[src/rtl/pwq_pkg.sv]
package pwq_pkg;

   typedef enum logic [1:0] {
      PW_LOW   = 2'd0,
      PW_WAIT  = 2'd1,
      PW_READY = 2'd2
   } pw_state_t;

   function automatic int unsigned cnt_width(input int unsigned max_val);
      return (max_val < 2) ? 1 : $clog2(max_val + 1);
   endfunction

endpackage

[src/rtl/pwq_sync.sv]
module pwq_sync #(
   parameter int unsigned STAGES  = 2,
   parameter int unsigned W       = 1,
   parameter logic [W-1:0] RST_VAL = '0
) (
   input  logic         clk,
   input  logic         rst_n,
   input  logic [W-1:0] d,
   output logic [W-1:0] q
);

   initial begin
      if (STAGES > 4) $error("pwq_sync: STAGES must be 0..4");
   end

   generate
      if (STAGES == 0) begin : g_pass
         assign q = d;
      end else begin : g_chain
         logic [STAGES-1:0][W-1:0] chain;
         always_ff @(posedge clk or negedge rst_n) begin
            if (!rst_n) begin
               for (int i = 0; i < int'(STAGES); i++) chain[i] <= RST_VAL;
            end else begin
               chain[0] <= d;
               for (int i = 1; i < int'(STAGES); i++) chain[i] <= chain[i-1];
            end
         end
         assign q = chain[STAGES-1];
      end
   endgenerate

endmodule

[src/rtl/pwq_strobe_filter.sv]
module pwq_strobe_filter #(
   parameter int unsigned FILT_CYC = 4
) (
   input  logic clk,
   input  logic rst_n,
   input  logic cs_n_s,
   input  logic we_n_s,
   input  logic oe_n_s,
   input  logic lock,
   output logic start
);

   localparam int unsigned WCW = pwq_pkg::cnt_width(FILT_CYC);
   localparam logic [WCW-1:0] WMAX = WCW'(FILT_CYC);

   initial begin
      if (FILT_CYC < 1) $error("pwq_strobe_filter: FILT_CYC must be at least 1");
   end

   logic           str_act;
   logic           str_q;
   logic           spoil;
   logic [WCW-1:0] wcnt;
   logic           str_end;

   assign str_act = ~cs_n_s & ~we_n_s;
   assign str_end = str_q & ~str_act;

   always_ff @(posedge clk or negedge rst_n) begin
      if (!rst_n) begin
         str_q <= 1'b0;
         wcnt  <= '0;
         spoil <= 1'b0;
         start <= 1'b0;
      end else begin
         str_q <= str_act;
         if (!str_act) begin
            wcnt  <= '0;
            spoil <= 1'b0;
         end else begin
            if (wcnt != WMAX) wcnt <= wcnt + 1'b1;
            if (!oe_n_s || lock) spoil <= 1'b1;
         end
         start <= str_end & (wcnt == WMAX) & ~spoil & ~lock;
      end
   end

   // a start pulse lasts one cycle
   a_r11_single_pulse: assert property (@(posedge clk) disable iff (!rst_n)
      start |=> !start);

   // a pulse follows a strobe that was active and then ended
   a_r6_after_strobe_end: assert property (@(posedge clk) disable iff (!rst_n)
      start |-> (!$past(str_act) && $past(str_q)));

   // width counter saturates at the filter count
   a_r7_count_bound: assert property (@(posedge clk) disable iff (!rst_n)
      wcnt <= WMAX);

   // output enable low inside a strobe leaves it spoiled until it ends
   a_r8_oe_spoils: assert property (@(posedge clk) disable iff (!rst_n)
      (str_act && !oe_n_s) |=> (spoil || !str_act));

endmodule

[src/rtl/pwq_power_timer.sv]
module pwq_power_timer
   import pwq_pkg::*;
#(
   parameter int unsigned PWR_DLY_CYC = 2500000
) (
   input  logic clk,
   input  logic rst_n,
   input  logic sup_low_s,
   input  logic pg_evt,
   output logic lock
);

   localparam int unsigned DCW  = cnt_width(PWR_DLY_CYC - 1);
   localparam logic [DCW-1:0] LAST = DCW'(PWR_DLY_CYC - 1);

   initial begin
      if (PWR_DLY_CYC < 2) $error("pwq_power_timer: PWR_DLY_CYC must be at least 2");
   end

   pw_state_t      state, state_nx;
   logic [DCW-1:0] cnt, cnt_nx;

   always_comb begin
      state_nx = state;
      cnt_nx   = cnt;
      if (sup_low_s) begin
         state_nx = PW_LOW;
         cnt_nx   = '0;
      end else if (pg_evt) begin
         state_nx = PW_WAIT;
         cnt_nx   = '0;
      end else begin
         unique case (state)
            PW_LOW: begin
               state_nx = PW_WAIT;
               cnt_nx   = '0;
            end
            PW_WAIT: begin
               if (cnt == LAST) state_nx = PW_READY;
               else             cnt_nx   = cnt + 1'b1;
            end
            PW_READY: ;
            default: begin
               state_nx = PW_LOW;
               cnt_nx   = '0;
            end
         endcase
      end
   end

   always_ff @(posedge clk or negedge rst_n) begin
      if (!rst_n) begin
         state <= PW_LOW;
         cnt   <= '0;
      end else begin
         state <= state_nx;
         cnt   <= cnt_nx;
      end
   end

   assign lock = (state != PW_READY);

   // a low supply always forces the locked state
   a_r2_low_locks: assert property (@(posedge clk) disable iff (!rst_n)
      sup_low_s |=> (state == PW_LOW));

   // unlock only after the wait counter has run to its end
   a_r3_full_wait: assert property (@(posedge clk) disable iff (!rst_n)
      (state == PW_READY && $past(state) != PW_READY) |-> ($past(cnt) == LAST));

   // counter never passes its last value
   a_r3_cnt_bound: assert property (@(posedge clk) disable iff (!rst_n)
      cnt <= LAST);

   // from the low state the wait begins from zero
   a_r4_restart: assert property (@(posedge clk) disable iff (!rst_n)
      (state == PW_WAIT && $past(state) == PW_LOW) |-> (cnt == '0));

endmodule

[src/rtl/prog_write_qual.sv]
module prog_write_qual #(
   parameter int unsigned FILT_CYC    = 4,
   parameter int unsigned PWR_DLY_CYC = 2500000,
   parameter int unsigned SYNC_STAGES = 2
) (
   input  logic clk,
   input  logic rst_n,
   input  logic cs_n,
   input  logic oe_n,
   input  logic we_n,
   input  logic supply_low,
   input  logic power_good,
   output logic prog_start,
   output logic locked
);

   logic [3:0] raw, syn;
   logic       lock_i;

   assign raw = {supply_low, oe_n, we_n, cs_n};

   pwq_sync #(
      .STAGES (SYNC_STAGES),
      .W      (4),
      .RST_VAL(4'b1111)
   ) u_sync (
      .clk  (clk),
      .rst_n(rst_n),
      .d    (raw),
      .q    (syn)
   );

   pwq_power_timer #(
      .PWR_DLY_CYC(PWR_DLY_CYC)
   ) u_timer (
      .clk      (clk),
      .rst_n    (rst_n),
      .sup_low_s(syn[3]),
      .pg_evt   (power_good),
      .lock     (lock_i)
   );

   pwq_strobe_filter #(
      .FILT_CYC(FILT_CYC)
   ) u_filt (
      .clk   (clk),
      .rst_n (rst_n),
      .cs_n_s(syn[0]),
      .we_n_s(syn[1]),
      .oe_n_s(syn[2]),
      .lock  (lock_i),
      .start (prog_start)
   );

   assign locked = lock_i;

   // a start is only issued when the guard was clear one cycle earlier
   a_r10_no_start_locked: assert property (@(posedge clk) disable iff (!rst_n)
      prog_start |-> !$past(locked));

   // a power-good event with good supply relocks on the next clock
   a_r5_pg_relocks: assert property (@(posedge clk) disable iff (!rst_n)
      (power_good && !syn[3]) |=> locked);

   // a start needs both strobe inputs to have been low
   a_r9_both_low: assert property (@(posedge clk) disable iff (!rst_n)
      prog_start |-> ($past(syn[0], 2) == 1'b0 && $past(syn[1], 2) == 1'b0));

endmodule

[config.mk]
export PLATFORM = sky130hd
export DESIGN_NAME = prog_write_qual
export DESIGN_NICKNAME = d
export VERILOG_FILES = /design/src/rtl/pwq_pkg.sv /design/src/rtl/pwq_sync.sv /design/src/rtl/pwq_strobe_filter.sv /design/src/rtl/pwq_power_timer.sv /design/src/rtl/prog_write_qual.sv
export SDC_FILE = /design/constraint.sdc
export NUM_CORES = 1
export LEC_CHECK = 0
export ABC_CLOCK_PERIOD_IN_PS = 2250
export BUFFER_PORTS_ARGS = -buffer_cell sky130_fd_sc_hd__buf_4
export CAP_MARGIN = 40
export CORE_AREA = 4 4 73 75
export DETAILED_ROUTE_END_ITERATION = 16
export DIE_AREA = 0 0 77 79
export GPL_TIMING_DRIVEN = 0
export MAX_ROUTING_LAYER = met4
export REMOVE_ABC_BUFFERS = 1
export SLEW_MARGIN = 15
export SYNTH_ARGS = -nofsm -noshare
export SYNTH_HDL_FRONTEND = slang
export SYNTH_SLANG_ARGS = --single-unit
[constraint.sdc]
create_clock -name clk -period 2.25 [get_ports clk]
set_input_delay 0.45 -clock clk [delete_from_list [all_inputs] [get_ports clk]]
set_output_delay 0.45 -clock clk [all_outputs]
set_load 0.02 [all_outputs]
; ---- Yosys cells after proc, flatten, opt, wreduce, memory -nomap -nowiden
; Index checks and enable logic that the tools add are counted.
[word_totals]
ff_bits = 38
in_bits = 7
wordCells = 48
[op_classes]
n_reduce_logical = 5
n_bitwise = 10
n_addsub = 2
muxes = 12
eq_ne = 11
[ops]
columns = cell, n
row1 = 2-to-1 mux 22 bit, 3
row2 = one-hot mux 22 bit (2 select lines), 1
row3 = "adder 22 x 1 -> 22 bit, second input constant", 1
row4 = "== test 22 bit, second input constant", 1
row5 = 2-to-1 mux 2 bit, 3
row6 = 2-to-1 mux 3 bit, 2
row7 = "inequality test 2 bit, second input constant", 3
row8 = "inequality test 3 bit, second input constant", 2
row9 = one-hot mux 2 bit (3 select lines), 1
row10 = bitwise AND 1 bit, 5
row11 = NOT 1 bit, 5
row12 = "inequality test 4 x 3 -> 1 bit, second input constant", 1
row13 = "inequality test 4 bit, second input constant", 1
row14 = AND reduction 2 bit, 2
row15 = "adder 3 x 1 -> 3 bit, second input constant", 1
row16 = "== test 3 bit, second input constant", 1
row17 = "== test 2 x 1 -> 1 bit, second input constant", 1
row18 = "== test 2 bit, second input constant", 1
row19 = logical NOT 2 bit, 1
row20 = 2-to-1 mux 1 bit, 2
row21 = logical NOT 1 bit, 1
row22 = logical OR 1 bit, 1

; ---- Logic depth before layout (Yosys ltp)
[depth]
ltp_word = 7
mapped_depth = 7
ltp_nobuf = 6

; ---- By module
; A second synthesis with hierarchy kept.
[hier_totals]
cells_unflattened = 178
area_unflattened_um2 = 1864.3
[by_module_without_submodules]
columns = module, cells_each, area_per_inst_um2, instances, seq_area_each_um2
row1 = pwq_power_timer, 141, 1345.0, 1, 600.6
row2 = pwq_strobe_filter, 25, 279.0, 1, 150.1
row3 = pwq_sync, 12, 240.2, 1, 210.2

; ---- Least setup slack after synthesis
; No wires, ideal clock.
[synth_timing]
path_type = flip-flop to flip-flop
start = register u_sync.g_chain.chain (netlist bit u_sync.q[3])
end = register u_timer.cnt[21]
path_slack_ns = 0.459
setup_time_ns = 0.132
t_arrival_ns = 1.659
path_stages_with_launch = 7
cell_sequence = dfstp_2 nor4b_1 or4b_1 buf_4 nor4b_4 xnor2_1 nor2_1
[synth_between]
elab_chain_cells = 2
elab_cells_between_ends = 4
cone_classes = eq/ne: 2 / mux: 1 / reduce/logical: 1
[synth_lines]
columns = item, line_no
row1 = "start, declared", pwq_sync.sv:20  ; logic [STAGES-1:0][W-1:0] chain;
row2 = inequality test 4 bit (no line) or inequality test 3 bit (tied branches), n/a
row3 = AND reduction 2 bit (no line), n/a
row4 = "end signal, assigned", pwq_power_timer.sv:57  ; cnt <= cnt_nx;
row5 = "end, declared", pwq_power_timer.sv:21  ; logic [DCW-1:0] cnt, cnt_nx;
; Several ways; a longest one is shown, not always the timed one.
; A chain may end at the register's enable or synchronous reset.

; ---- Final worst setup path
[layout_timing]
start = register u_timer.cnt[1]
end = register u_timer.cnt[5]
[layout_between]
elab_chain_cells = 5
elab_cells_between_ends = 8
cone_classes = add/sub: 1 / eq/ne: 2 / mux: 4 / reduce/logical: 1
[layout_lines]
columns = item, line_no
row1 = adder 22 x 1 -> 22 bit, pwq_power_timer.sv:40  ; else cnt_nx = cnt + 1'b1;
row2 = 2-to-1 mux 22 bit, pwq_power_timer.sv:39  ; if (cnt == LAST) state_nx = PW_READY;
row3 = one-hot mux 22 bit (2 select lines), pwq_power_timer.sv:33  ; unique case (state)
row4 = 2-to-1 mux 22 bit, pwq_power_timer.sv:29  ; end else if (pg_evt) begin
row5 = 2-to-1 mux 22 bit, pwq_power_timer.sv:26  ; if (sup_low_s) begin
; Several ways; a longest one is shown, not always the timed one. The select of a mux whose other input is x is not followed.

==> impl_results.md <==
- Status: complete, no violations
- Power density cells: 681 nW/um^2
- Worst r2r src: u_timer.cnt[1]
- Max Transition Viols Final: 0
- Worst-path clk slew: 0.07 ns
- Synth Cell Area: between 1500 and 2000 um^2
- Top FF cell, synth: dfrtp_1
- Placed cells: 233
- Synth top area share: 41.6%
- Clock Skew: around 0.0046 ns
- Vias: 1,350
- Final hold viol count: 0
- CTS Hold Bufs: 0
- Clock share of power: 48.4%
- Ant. Diodes: 0
- FP Rows: 25
- Mapped Avg Cell Area: about 10 um^2
- Sequential element share of the synthesized area: 53.3%
- CP Capture Type: flop
- First-pass GRT wire length: 6.09 mm
- Flops & latches, synth: 38
- Chip height: 79 um
- Initial Util: between 30% and 40%
- Worst r2r dst: u_timer.cnt[5]
- Die area: 6080 um^2
- GPL Wtd Cong: 0.781
- Layout Cells excl Fill: 251
- CP arrival: 2.32 ns
- Hold Path Class: in -> async
- Cells after synthesis: 175
- Gate power share: 3.1%
- Synth async-reset ratio: 100%
- Number of nets in the final layout: 206
- Core area: 4660 um^2
- Total wire length: 3.58 mm
- Number of buffers created by CTS: 5
- R2R cell count: 7
- Final setup violation count: 0
- Die Width: 77 um
- Routed len/inst: 14.3 um
- Crit path time final: between 2 and 2.5 ns
- Period utilization: a little over nine tenths
- CTS tree: built
- Post-synth EDFFs: 0
- Rel. slew slack: 55.5%
- Required time of the critical path: 2.46 ns
- Htree depth: 2
- R2r setup slk: between 0.1 and 0.15 ns
- Post-detail-place hpwl: 2.41 mm
- CTS Root Cell: clkbuf_8
- Psw: 0.271 mW
- Setup Crit Path Kind: reg -> reg
- Initial antenna violation count: 0
- Vias in the first global route: 1,291
- IO Pins: 9
- GRT Total Usage: 13.0%
- Sequential share of power: roughly 49%
- Worst-path fanout max: 7
- Synth cell types: 41
- Detail Route Antenna Nets: 0
- Largest net degree at the start of global routing: 39
- Clk buf depth: 2
- 1st-iter DRT viols: 72
- Number of vias per cell: 5.38
- Clk sinks: 38
- Post-synth top area cell: dfrtp_1
- Max Cap Viol: 0
- Layout Area Growth over Synthesis: 19.2%
- Ranking of synthesized cells by area: dfrtp_1, dfstp_2, nor2_1, xnor2_1, nand2_1
- Pleak: 0.917 nW
- Pre-Repair DR Iteration Count: 4
- Port Buffers: 8
- Synth Warn #: 0
- Max rail drop VDD: around 0.33 mV
- CP startpoint kind: flop
- Clk Latency, worst-skew pair: between 0.2 and 0.3 ns
- Actual slew at the worst max-slew pin: 0.665 ns
- DRC: 0
- Fmax: about 470 MHz
- Int Pwr: between 1 and 1.5 mW
- Switching share of power: 18.5%
- Layout cells sized above 1: 24.9%
- Total power: 1.46 mW
- GR Overflow Total: 0
worst max path at each step:
stage / end / slack (ns) / cells past startpoint / startpoint
after detailed placement: u_timer.cnt[8] / -0.30 / 6 / u_timer.cnt[0]
after floorplan: u_timer.cnt[19] / -0.05 / 5 / power_good
after global routing: u_timer.cnt[8] / -0.002 / 6 / u_timer.cnt[1]
after CTS: u_timer.cnt[21] / 0.04 / 6 / u_sync.q[3]
final: u_timer.cnt[5] / 0.14 / 7 / u_timer.cnt[1]
after global placement: u_timer.cnt[8] / -0.75 / 4 / power_good
timing repair:
item,CTS,global route
gates cloned,0,0
gates resized for setup,2,2
pin swaps,1,1
setup buffers,3,6
endpoints found under the setup margin,12,13
cells by family (layout without fill, tap and decap cells):
group           after synthesis  count (layout)  share of synthesized area [%]
flops                        38              38                           53.3
buf+inv                      15              37                           3.89
simple gates                 80              80                           25.2
mux                           1               1                          0.555
xor+xnor                     12              12                           5.83
fa+ha+maj                     3               3                           2.08
compound gates               26              26                           9.16
stage by stage:
stage | utilization, % | hold WS (ns) | TNS [ns] | setup slack (ns) | cell area, um^2
after CTS | 44.9 | 0.130 | 0 | 0.0397 | 2090
final | 46.1 | 0.122 | 0 | 0.137 | 2150
after floorplan | - | 0.154 | -0.163 | -0.0511 | 1770
after detailed placement | 41.0 | 0.347 | -1.37 | -0.296 | 1910
after global routing | 46.1 | 0.145 | -0.00180 | -0.00180 | 2150
after global placement | 40.6 | 0.346 | -11.26 | -0.746 | 1890
per-layer routing:
metal,track usage (%),wire [um]
met5,-,0
met4,5.34,27
met3,2.83,125
met2,20.3,1730
met1,16.7,1700
area by class of cell:
type	count	area, um^2
clock inverters	2	60.1
repair buffers	20	145
multi-input cells	122	798
inverters	9	33.8
clock buffers	6	82.6
fillers	425	2510
well taps	54	67.6
flip-flops and latches	38	961
power by group through the flow:
stage / sequential, mW / combinational, mW / clock [mW]
2_1_floorplan: 0.720 / 0.0161 / 0
3_3_place_gp: 0.720 / 0.0401 / 0
3_5_place_dp: 0.722 / 0.0440 / 0
4_1_cts: 0.709 / 0.0442 / 0.726
5_1_grt: 0.711 / 0.0533 / 0.765
6_report: 0.709 / 0.0459 / 0.708
flip-flops by register name (all words and copies together), names as in the netlist:
name	cells
u_filt.spoil	1
u_sync.g_chain.chain	4
u_filt.wcnt	3
u_filt.str_q	1
u_timer.cnt	22
u_timer.state	2
u_sync.q	4
u_filt.start	1
Yosys cell counts, types with 2 or more instances:
cell type,count
o211ai_1,5
a21oi_1,8
o21ai_0,3
a31oi_1,3
inv_1,9
nand3_1,8
dfstp_2,8
xor2_1,5
nand4_1,4
nand2_1,14
or3_1,5
nor3_1,9
nor4b_1,4
dfrtp_1,30
clkbuf_1,2
nor2_1,22
o31ai_1,3
xnor2_1,7
and3_1,2
ha_1,3
worst max-delay path: stages (launching register included):
cell and delay (ns):
dfrtp_1 0.40, ha_1 0.21, nand4_1 0.20, or4_4 0.49
nor3_4 0.34, buf_4 0.20, o31ai_1 0.06, a21oi_1 0.13
cell usage in the layout, fill, tap and decap left out, types with 2 or more instances in the layout:
master	count
nand2_1	14
ha_1	3
o21ai_0	3
and3_1	2
clkbuf_8	6
xnor2_1	7
nor4b_1	3
dfrtp_1	30
o211ai_1	5
inv_1	9
nand3_1	8
bufinv_16	2
or3_1	5
a21oi_1	8
o31ai_1	3
nand4_1	4
dfstp_2	8
nor4_2	2
a31oi_1	3
nor2_1	22
buf_4	18
nor3_1	9
xor2_1	5
Power figures use the tool's default switching activity.
